### src/rtl/zt_pipe_pkg.sv
package zt_pipe_pkg;

    typedef enum logic [1:0] {
        OP_IDLE  = 2'd0,
        OP_READ  = 2'd1,
        OP_WRITE = 2'd2
    } op_e;

    localparam int BURST_W = 2;

    // Low address bits of burst beat `step` starting from `base`.
    function automatic logic [BURST_W-1:0] burst_lsb(
        input logic [BURST_W-1:0] base,
        input logic [BURST_W-1:0] step,
        input logic               il
    );
        return il ? (base ^ step) : (base + step);
    endfunction

    function automatic logic chips_on(input logic a_n, input logic b_n, input logic c);
        return !a_n && !b_n && c;
    endfunction

endpackage

### src/rtl/zt_cmd_pipe.sv
module zt_cmd_pipe
    import zt_pipe_pkg::*;
#(
    parameter int AW = 5,
    parameter int NB = 4
) (
    input  logic          clk,
    input  logic          rst,
    input  logic          go_i,
    input  logic          sleep_i,
    input  logic          load_n_i,
    input  logic          wr_n_i,
    input  logic          ce_a_n_i,
    input  logic          ce_b_n_i,
    input  logic          ce_c_i,
    input  logic          order_il_i,
    input  logic [AW-1:0] addr_i,
    input  logic [NB-1:0] be_n_i,
    output op_e           s2_op_o,
    output logic [AW-1:0] s2_addr_o,
    output logic [NB-1:0] s2_be_o
);
    localparam int HI_W = AW - BURST_W;

    op_e                s1_op;
    logic [AW-1:0]      s1_base;
    logic [BURST_W-1:0] s1_cnt;
    logic [NB-1:0]      s1_be;
    logic [AW-1:0]      s1_addr;
    logic               sel;

    assign sel     = chips_on(ce_a_n_i, ce_b_n_i, ce_c_i);
    assign s1_addr = {s1_base[AW-1 -: HI_W], burst_lsb(s1_base[BURST_W-1:0], s1_cnt, order_il_i)};

    always_ff @(posedge clk) begin
        if (rst) begin
            s1_op     <= OP_IDLE;
            s1_base   <= '0;
            s1_cnt    <= '0;
            s1_be     <= '0;
            s2_op_o   <= OP_IDLE;
            s2_addr_o <= '0;
            s2_be_o   <= '0;
        end else if (sleep_i) begin
            s1_op   <= OP_IDLE;
            s2_op_o <= OP_IDLE;
        end else if (go_i) begin
            s2_op_o   <= s1_op;
            s2_addr_o <= s1_addr;
            s2_be_o   <= s1_be;
            s1_be     <= ~be_n_i;
            if (!load_n_i) begin
                s1_op   <= sel ? (wr_n_i ? OP_READ : OP_WRITE) : OP_IDLE;
                s1_base <= addr_i;
                s1_cnt  <= '0;
            end else begin
                s1_cnt <= s1_cnt + 1'b1;
            end
        end
    end

    p_stall_freeze_r7: assert property (@(posedge clk) disable iff (rst)
        (!go_i && !sleep_i) |=> ($stable(s1_op) && $stable(s1_cnt) && $stable(s2_op_o) && $stable(s2_addr_o)));

    p_deselect_r1: assert property (@(posedge clk) disable iff (rst)
        (go_i && !load_n_i && !sel) |=> (s1_op == OP_IDLE));

    p_advance_keeps_op_r5: assert property (@(posedge clk) disable iff (rst)
        (go_i && load_n_i) |=> (s1_op == $past(s1_op)));

    p_sleep_flush_r10: assert property (@(posedge clk) disable iff (rst)
        sleep_i |=> (s1_op == OP_IDLE && s2_op_o == OP_IDLE));

endmodule

### src/rtl/zt_late_write.sv
module zt_late_write
    import zt_pipe_pkg::*;
#(
    parameter int AW = 5,
    parameter int NB = 4,
    parameter int LW = 8
) (
    input  logic             clk,
    input  logic             rst,
    input  logic             go_i,
    input  op_e              s2_op_i,
    input  logic [AW-1:0]    s2_addr_i,
    input  logic [NB-1:0]    s2_be_i,
    input  logic [NB*LW-1:0] wdata_i,
    output logic [NB*LW-1:0] rd_data_o
);
    localparam int DW    = NB * LW;
    localparam int DEPTH = 1 << AW;

    logic [DW-1:0] mem [DEPTH];
    logic          pend_v;
    logic [AW-1:0] pend_addr;
    logic [NB-1:0] pend_be;
    logic [DW-1:0] pend_data;
    logic          take;
    logic          hit;

    assign take = go_i && (s2_op_i == OP_WRITE) && (|s2_be_i);
    assign hit  = pend_v && (pend_addr == s2_addr_i);

    always_ff @(posedge clk) begin
        if (rst) begin
            pend_v    <= 1'b0;
            pend_addr <= '0;
            pend_be   <= '0;
            pend_data <= '0;
            for (int w = 0; w < DEPTH; w++) mem[w] <= '0;
        end else if (take) begin
            if (pend_v) begin
                for (int l = 0; l < NB; l++)
                    if (pend_be[l]) mem[pend_addr][l*LW +: LW] <= pend_data[l*LW +: LW];
            end
            pend_v    <= 1'b1;
            pend_addr <= s2_addr_i;
            pend_be   <= s2_be_i;
            pend_data <= wdata_i;
        end
    end

    // Per-lane forwarding of held write data over the array word.
    for (genvar l = 0; l < NB; l++) begin : g_lane
        assign rd_data_o[l*LW +: LW] = (hit && pend_be[l]) ? pend_data[l*LW +: LW]
                                                           : mem[s2_addr_i][l*LW +: LW];
    end

    p_abort_hold_r4: assert property (@(posedge clk) disable iff (rst)
        (go_i && s2_op_i == OP_WRITE && s2_be_i == '0) |=>
            ($stable(pend_v) && $stable(pend_addr) && $stable(pend_data) && $stable(pend_be)));

    p_capture_r3: assert property (@(posedge clk) disable iff (rst)
        take |=> (pend_v && pend_data == $past(wdata_i) && pend_addr == $past(s2_addr_i)));

endmodule

### src/rtl/zt_out_stage.sv
module zt_out_stage
    import zt_pipe_pkg::*;
#(
    parameter int DW = 32
) (
    input  logic          clk,
    input  logic          rst,
    input  logic          go_i,
    input  logic          sleep_i,
    input  logic          oe_n_i,
    input  op_e           s2_op_i,
    input  logic [DW-1:0] rd_data_i,
    output logic [DW-1:0] rdata_o,
    output logic          drive_o
);
    logic valid_r;

    always_ff @(posedge clk) begin
        if (rst) begin
            rdata_o <= '0;
            valid_r <= 1'b0;
        end else if (sleep_i) begin
            valid_r <= 1'b0;
        end else if (go_i) begin
            valid_r <= (s2_op_i == OP_READ);
            if (s2_op_i == OP_READ) rdata_o <= rd_data_i;
        end
    end

    assign drive_o = valid_r && !oe_n_i && !sleep_i;

    p_read_valid_r2: assert property (@(posedge clk) disable iff (rst)
        (go_i && s2_op_i == OP_READ) |=> valid_r);

    p_write_blank_r8: assert property (@(posedge clk) disable iff (rst)
        (go_i && s2_op_i != OP_READ) |=> !valid_r);

    p_hold_r7: assert property (@(posedge clk) disable iff (rst)
        !go_i |=> $stable(rdata_o));

endmodule

### src/rtl/zt_pipe_sram.sv
module zt_pipe_sram
    import zt_pipe_pkg::*;
#(
    parameter int AW = 5,
    parameter int NB = 4,
    parameter int LW = 8
) (
    input  logic             clk,
    input  logic             rst,
    input  logic             sleep_i,
    input  logic             clk_en_n_i,
    input  logic             load_n_i,
    input  logic             wr_n_i,
    input  logic             ce_a_n_i,
    input  logic             ce_b_n_i,
    input  logic             ce_c_i,
    input  logic             order_il_i,
    input  logic [AW-1:0]    addr_i,
    input  logic [NB-1:0]    be_n_i,
    input  logic             oe_n_i,
    input  logic [NB*LW-1:0] wdata_i,
    output logic [NB*LW-1:0] rdata_o,
    output logic             drive_o
);
    localparam int DW = NB * LW;

    logic          go;
    op_e           s2_op;
    logic [AW-1:0] s2_addr;
    logic [NB-1:0] s2_be;
    logic [DW-1:0] rd_data;

    assign go = !clk_en_n_i && !sleep_i;

    zt_cmd_pipe #(.AW(AW), .NB(NB)) u_cmd (
        .clk(clk), .rst(rst), .go_i(go), .sleep_i(sleep_i),
        .load_n_i(load_n_i), .wr_n_i(wr_n_i),
        .ce_a_n_i(ce_a_n_i), .ce_b_n_i(ce_b_n_i), .ce_c_i(ce_c_i),
        .order_il_i(order_il_i), .addr_i(addr_i), .be_n_i(be_n_i),
        .s2_op_o(s2_op), .s2_addr_o(s2_addr), .s2_be_o(s2_be)
    );

    zt_late_write #(.AW(AW), .NB(NB), .LW(LW)) u_lw (
        .clk(clk), .rst(rst), .go_i(go),
        .s2_op_i(s2_op), .s2_addr_i(s2_addr), .s2_be_i(s2_be),
        .wdata_i(wdata_i), .rd_data_o(rd_data)
    );

    zt_out_stage #(.DW(DW)) u_out (
        .clk(clk), .rst(rst), .go_i(go), .sleep_i(sleep_i), .oe_n_i(oe_n_i),
        .s2_op_i(s2_op), .rd_data_i(rd_data),
        .rdata_o(rdata_o), .drive_o(drive_o)
    );

    p_sleep_blank_r10: assert property (@(posedge clk) disable iff (rst)
        $past(sleep_i) && sleep_i |-> !drive_o);

endmodule

### config.mk
export PLATFORM = sky130hd
export DESIGN_NAME = zt_pipe_sram
export DESIGN_NICKNAME = d
export VERILOG_FILES = /design/src/rtl/zt_pipe_pkg.sv /design/src/rtl/zt_cmd_pipe.sv /design/src/rtl/zt_late_write.sv /design/src/rtl/zt_out_stage.sv /design/src/rtl/zt_pipe_sram.sv
export SDC_FILE = /design/constraint.sdc
export NUM_CORES = 2
export LEC_CHECK = 0
export BUFFER_PORTS_ARGS = -buffer_cell sky130_fd_sc_hd__buf_2
export CORE_MARGIN = 3
export CORE_UTILIZATION = 33
export CTS_CLUSTER_SIZE = 14
export DETAILED_ROUTE_END_ITERATION = 16
export MAX_ROUTING_LAYER = met4
export PLACE_DENSITY = 0.56
export SLEW_MARGIN = 20
export SYNTH_ARGS = -nofsm -noshare
export SYNTH_HDL_FRONTEND = slang
export SYNTH_SLANG_ARGS = --single-unit
### constraint.sdc
create_clock -name clk -period 4 [get_ports clk]
set_input_delay 0.4 -clock clk [delete_from_list [all_inputs] [get_ports clk]]
set_output_delay 0.4 -clock clk [all_outputs]
set_load 0.03 [all_outputs]
=== Yosys cells after proc, flatten, opt, wreduce, memory -nomap -nowiden ===
Memory sizes are Yosys's and may differ from the RTL's. A register that Yosys moved wholly into a read port is not among the register bits.
Cells that the tools add are included.
W data, S select, Z words.

* Logic and storage cells: 82
* Output and inout port bits: 33
* Bits in writable memories: 1024
* Flip-flop bits (word level): 99
* Memories: 1

{| class="wikitable"
|+ Memories
! memory !! depth !! width !! rd ports !! clocked after Yosys merged registers in !! write ports !! line !! RTL
|-
| u_lw.mem || 32 || 32 || 1 || 1 || 32 || zt_late_write.sv:20 || <nowiki>logic [DW-1:0] mem [DEPTH];</nowiki>
|}

* Add/subtract/negate cells: 2
* Bitwise gates (word level): 4
* Equality and inequality tests: 3
* Reduce and logical (&&, ||, !) cells: 24
* Muxes and demuxes: 35

{| class="wikitable"
|+ Operator list
! cell !! count
|-
| $mux W32 || 1
|-
| $mux W8 || 4
|-
| $reduce_or A32 Y1 || 1
|-
| $mux W1 || 22
|-
| $mux W5 || 3
|-
| $logic_and A1 B1 Y1 || 12
|-
| $mux W2 || 4
|-
| $reduce_and A3 Y1 || 2
|-
| $eq A5 B5 Y1 || 1
|-
| $logic_not A1 Y1 || 5
|-
| $mux W4 || 1
|-
| $not A4 Y4 || 1
|-
| $reduce_and A2 Y1 || 2
|-
| $reduce_or A4 Y1 || 1
|-
| $add A2 B1 Y2 const B || 1
|-
| $add A2 B2 Y2 || 1
|-
| $eq A2 B1 Y1 const B || 1
|-
| $eq A2 B2 Y1 const B || 1
|-
| $not A1 Y1 || 2
|-
| $reduce_or A2 Y1 || 1
|-
| $xor A2 B2 Y2 || 1
|}

=== Logic depth before layout (Yosys ltp) ===
* Depth after elaboration: 9
* Mapped depth: 11
* Gate-level depth less buffers: 6

=== Modules after synthesis ===
A second synthesis with hierarchy kept.

* Cells, all modules: 3577
* Area total of the unflattened synthesis: 51406.8 um^2

{| class="wikitable"
|+ Modules (own cells, without submodules)
! module !! sequential area each (um^2) !! times used !! cells each !! area an instance (um^2)
|-
| zt_late_write || 31590.3 || 1 || 3333 || 48936.9
|-
| zt_out_stage || 660.6 || 1 || 145 || 1521.5
|-
| zt_cmd_pipe || 480.5 || 1 || 98 || 944.7
|-
| zt_pipe_sram || 0.0 || 1 || 1 || 3.8
|}

=== Worst setup path after synthesis ===
OpenSTA, ideal clock, no wires.

* Path type: input to register
* From: input sleep_i
* To: memory u_lw.mem[10][24], enable pin
* Library setup time: 384 ps
* Arrival time: 2488 ps
* Path slack: 1128 ps
* Data required time: 3616 ps
* Stages on the path: 9
* Path buffers: 4
* Path through: buf_6 > or2_1 > buf_2 > nor3b_4 > o41a_1 > buf_6 > nand4_4 > buf_6 > o21ai_0

{| class="wikitable"
|+ RTL lines
! element !! line !! RTL
|-
| from (decl) || zt_pipe_sram.sv:10 || <nowiki>input logic sleep_i,</nowiki>
|-
| to (decl) || zt_late_write.sv:20 ||
|}

==> summary.md <==
| Metric | Value |
|---|---|
| Primary FF master, synth | edfxtp_1 |
| Overall die height | 402 um |
| ANT nets after route | 0 |
| Inserted Clock Buffers | 116 |
| Global-route wire length before repair | 221 mm |
| Hold Path Stages | 3 |
| Chip Width | 402 um |
| HP Start | wdata_i[25] |
| Leak pwr | 19.8 nW |
| Dpl hpwl | 106 mm |
| Critical path class | input pin to register |
| Total congestion overflow | 0 |
| CTS H-tree lvls | 3 |
| Crit path setup slack, layout | 0.578 ns |
| I/O Buffers | 84 |
| Slew @ Worst Pin | 1.16 ns |
| Synth Cell Area | 0.0518 sq mm |
| CTS Buffer Depth | 3 |
| Die area | 0.162 sq mm |
| # rows | 144 |
| Tcrit/Tclk final | 85.6% |
| Net count after synthesis | 3686 |
| Fin crit period | 3.42 ns |
| Final setup vio count | 0 |
| Setup Buffers After CTS | 0 |
| Place WS | 0.550 ns |
| Req. time, crit path | 4.36 ns |
| Drt pass-1 iters | 5 |
| Vias in the first global route | 30200 |
| # hold bufs at CTS | 47 |
| Vias post-DR | 30900 |
| DP Cell Count | 5716 |
| Slowest stage delay, CP | 1.04 ns |
| Post-synth EDFFs | 1024 |
| CTS tree | done |
| DRT iter0 DRCs | 3354 |
| Hold WC Path Type | input pin to register |
| CP bufs+invs | 3 |
| Register area share after synthesis | 63.3% |
| Fill cells | 14300 |
| RSZ-0062 raised after global routing | no |
| CTS sink cnt | 1128 |
| Initial antenna violation count | 9 |
| Largest net degree at the start of global routing | 95 |
| Layout cells sized above 1 | 21.8% |
| Nets | 3890 |
| GRT Total Usage | 19.4% |
| Crit path max-delay family | compound AO/OA/AOI/OAI gates |
| VDD IR max | 0.363 mV |
| Most frequent cells in the layout | 1027 x and2_1, 1024 x edfxtp_1, 214 x mux4_2 |
| FF+latch count, synth | 1128 |
| Layout area overhead | 15.8% |
| Final setup TNS | 0 ns |
| Area occupied by multi-input gates | 0.0178 sq mm |
| Slew HR | 21.5% |
| CP max stage cell | o21ai_0 |
| Power Dens Cells | 436 mW/mm^2 |
| DR WL/cell | 25.7 um |
| Type of destination of the critical path | register |
| Clock skew | 0.0330 ns |
| Most common cell after layout, fill and taps aside | and2_1 |
| Register-to-Register Setup Slack | 0.77 ns |
| Synth Instances | 3633 |
| CP cell instances | dlygate4sd3_1, buf_2, or2_1, nor3b_4, o41a_2, nand4_4, buf_12, o21ai_0 |
| Worst-Skew Late Latency | 0.74 ns |
| Reg-to-reg startpoint | u_cmd.s2_op_o[1]$_SDFFE_PP0P_ |
| Total power | 26.2 mW |
| Starting Density | 33.4% |
| Unique masters post-synth | 58 |
| Fmax | 292 MHz |
| Syn. warnings | 0 |
| Clock root cell | clkbuf_16 |
| DR vias/cell | 5.16 |
| Gpl congestion | 0.842 |
| Post-synth ARST share | 0% |
| Worst Path Arrival | 3.78 ns |
| Max Cap Violations | 0 |
| Startpoint types | input pin |
| Outcome | complete, no violations |
| Syn_area_per_cell | 14.3 sq um |
| # diodes | 0 |
| Finished Layout Cells | 5984 |
| Critical Path Fanout Max | 64 |
| DR DRC count | 0 |
| WL final | 154 mm |
| Post-CTS resize count | 0 |
| Core area | 0.155 sq mm |
| Hold_ws | 0.0720 ns |
| Io pins | 85 |
| Final Hold Vio Count | 0 |
| Sequential cell area | 0.0328 sq mm |
| CTS clk-pin slew, worst paths | 0.06 ns |
| Reg2reg path depth | 5 |
| R2R Path End | u_lw.mem[6][19]$_SDFFCE_PN0P_ |
| Fin. max-slew vios | 0 |
| Hold EP | u_lw.pend_data[25]$_SDFFE_PP0N_ |
-- Yosys cell counts (3+ instances only) --
library cell,n,area [sq um]
a211oi_1,12,90.1
nor3_1,21,105
edfxtp_1,1024,30700
a22oi_1,55,413
and2_1,1026,6420
a21oi_1,67,335
a221oi_1,18,158
o22a_1,6,52.6
nor2_4,112,1260
buf_4,12,90.1
a22o_1,12,105
buf_6,14,158
nand2b_1,4,25.0
nor2_1,79,297
dfxtp_1,104,2080
buf_2,43,215
nand2_1,196,736
a2111oi_0,3,26.3
mux2i_1,97,971
nand3_1,28,140
nor3b_1,4,30.0
and3_1,10,62.6
xnor2_1,3,26.3
o22ai_1,37,231
inv_1,4,15.0
mux4_2,214,4820
nand4_1,3,18.8
nand4_4,4,85.1
o21a_1,4,30.0
buf_1,11,41.3
nor2b_1,9,56.3
xor2_1,4,35.0
o21ai_0,159,796
clkbuf_1,183,687
mux2_2,8,90.1
o221ai_1,13,114
-- power by group --
group	switching [mW]	internal, mW
registers	0.223	13.4
logic	0.542	0.417
clock network	4.78	6.86
-- state kept, by name, summed over array words and instances (netlist names), 5 cells and up, named ones only --
signal,count
u_cmd.s2_addr_o,5
u_out.rdata_o,32
u_lw.mem,1024
u_lw.pend_data,32
u_lw.pend_addr,5
u_cmd.s1_base,5
-- stage by stage --
stage	cell area (sq um)	util, %
after global placement	55500	35.8
after CTS	60000	38.7
after floorplan	51800	-
final	60000	38.7
after global routing	60000	38.7
after detailed placement	55500	35.8
-- area by class of cell --
cell class	count	area share [%]
flip-flops and latches	1128	54.7
clock buffers	138	5.20
well taps	2044	4.26
repair buffers	349	4.48
multi-input cells	2237	29.7
inverters	5	0.0354
clock inverters	83	1.61
-- worst max path at each step --
stage | start | end | slack (ns) | depth (start not counted)
after global routing | sleep_i | u_lw.mem[13][19]$_SDFFCE_PN0P_ | 0.61 | 8
final | clk_en_n_i | u_lw.mem[6][19]$_SDFFCE_PN0P_ | 0.58 | 8
after CTS | clk_en_n_i | u_lw.mem[9][8]$_SDFFCE_PN0P_ | 0.75 | 8
after floorplan | sleep_i | u_lw.mem[10][24]$_SDFFCE_PN0P_ | 1.13 | 9
after global placement | clk_en_n_i | u_lw.mem[9][14]$_SDFFCE_PN0P_ | 0.61 | 7
after detailed placement | clk_en_n_i | u_lw.mem[9][13]$_SDFFCE_PN0P_ | 0.55 | 7
-- cells by family after synthesis --
group           Yosys count  synth area share, %
xor+xnor                  7                0.118
compound gates          400                 4.78
simple gates           1510                 18.1
fa+ha+maj                 1               0.0241
flops                  1128                 63.3
buf+inv                 268                 2.33
mux                     319                 11.3
-- per-layer routing --
metal / vias up / share of wire [%] / track usage (%)
met5: - / 0 / -
met4: 0 / 3.2 / 6.32
met3: 214 / 7.3 / 3.42
met2: 1182 / 45 / 28.9
met1: 15700 / 44 / 26.8
li1: 13800 / - / -
-- worst register-to-register path: stages, from the launching register on --
cell and delay (ns):
dfxtp_1 0.41, nor3b_4 0.33, o41a_2 0.49, nand4_4 0.17, buf_12 0.23, o21ai_0 1.23
No activity file was read; power rests on OpenSTA's default activity.
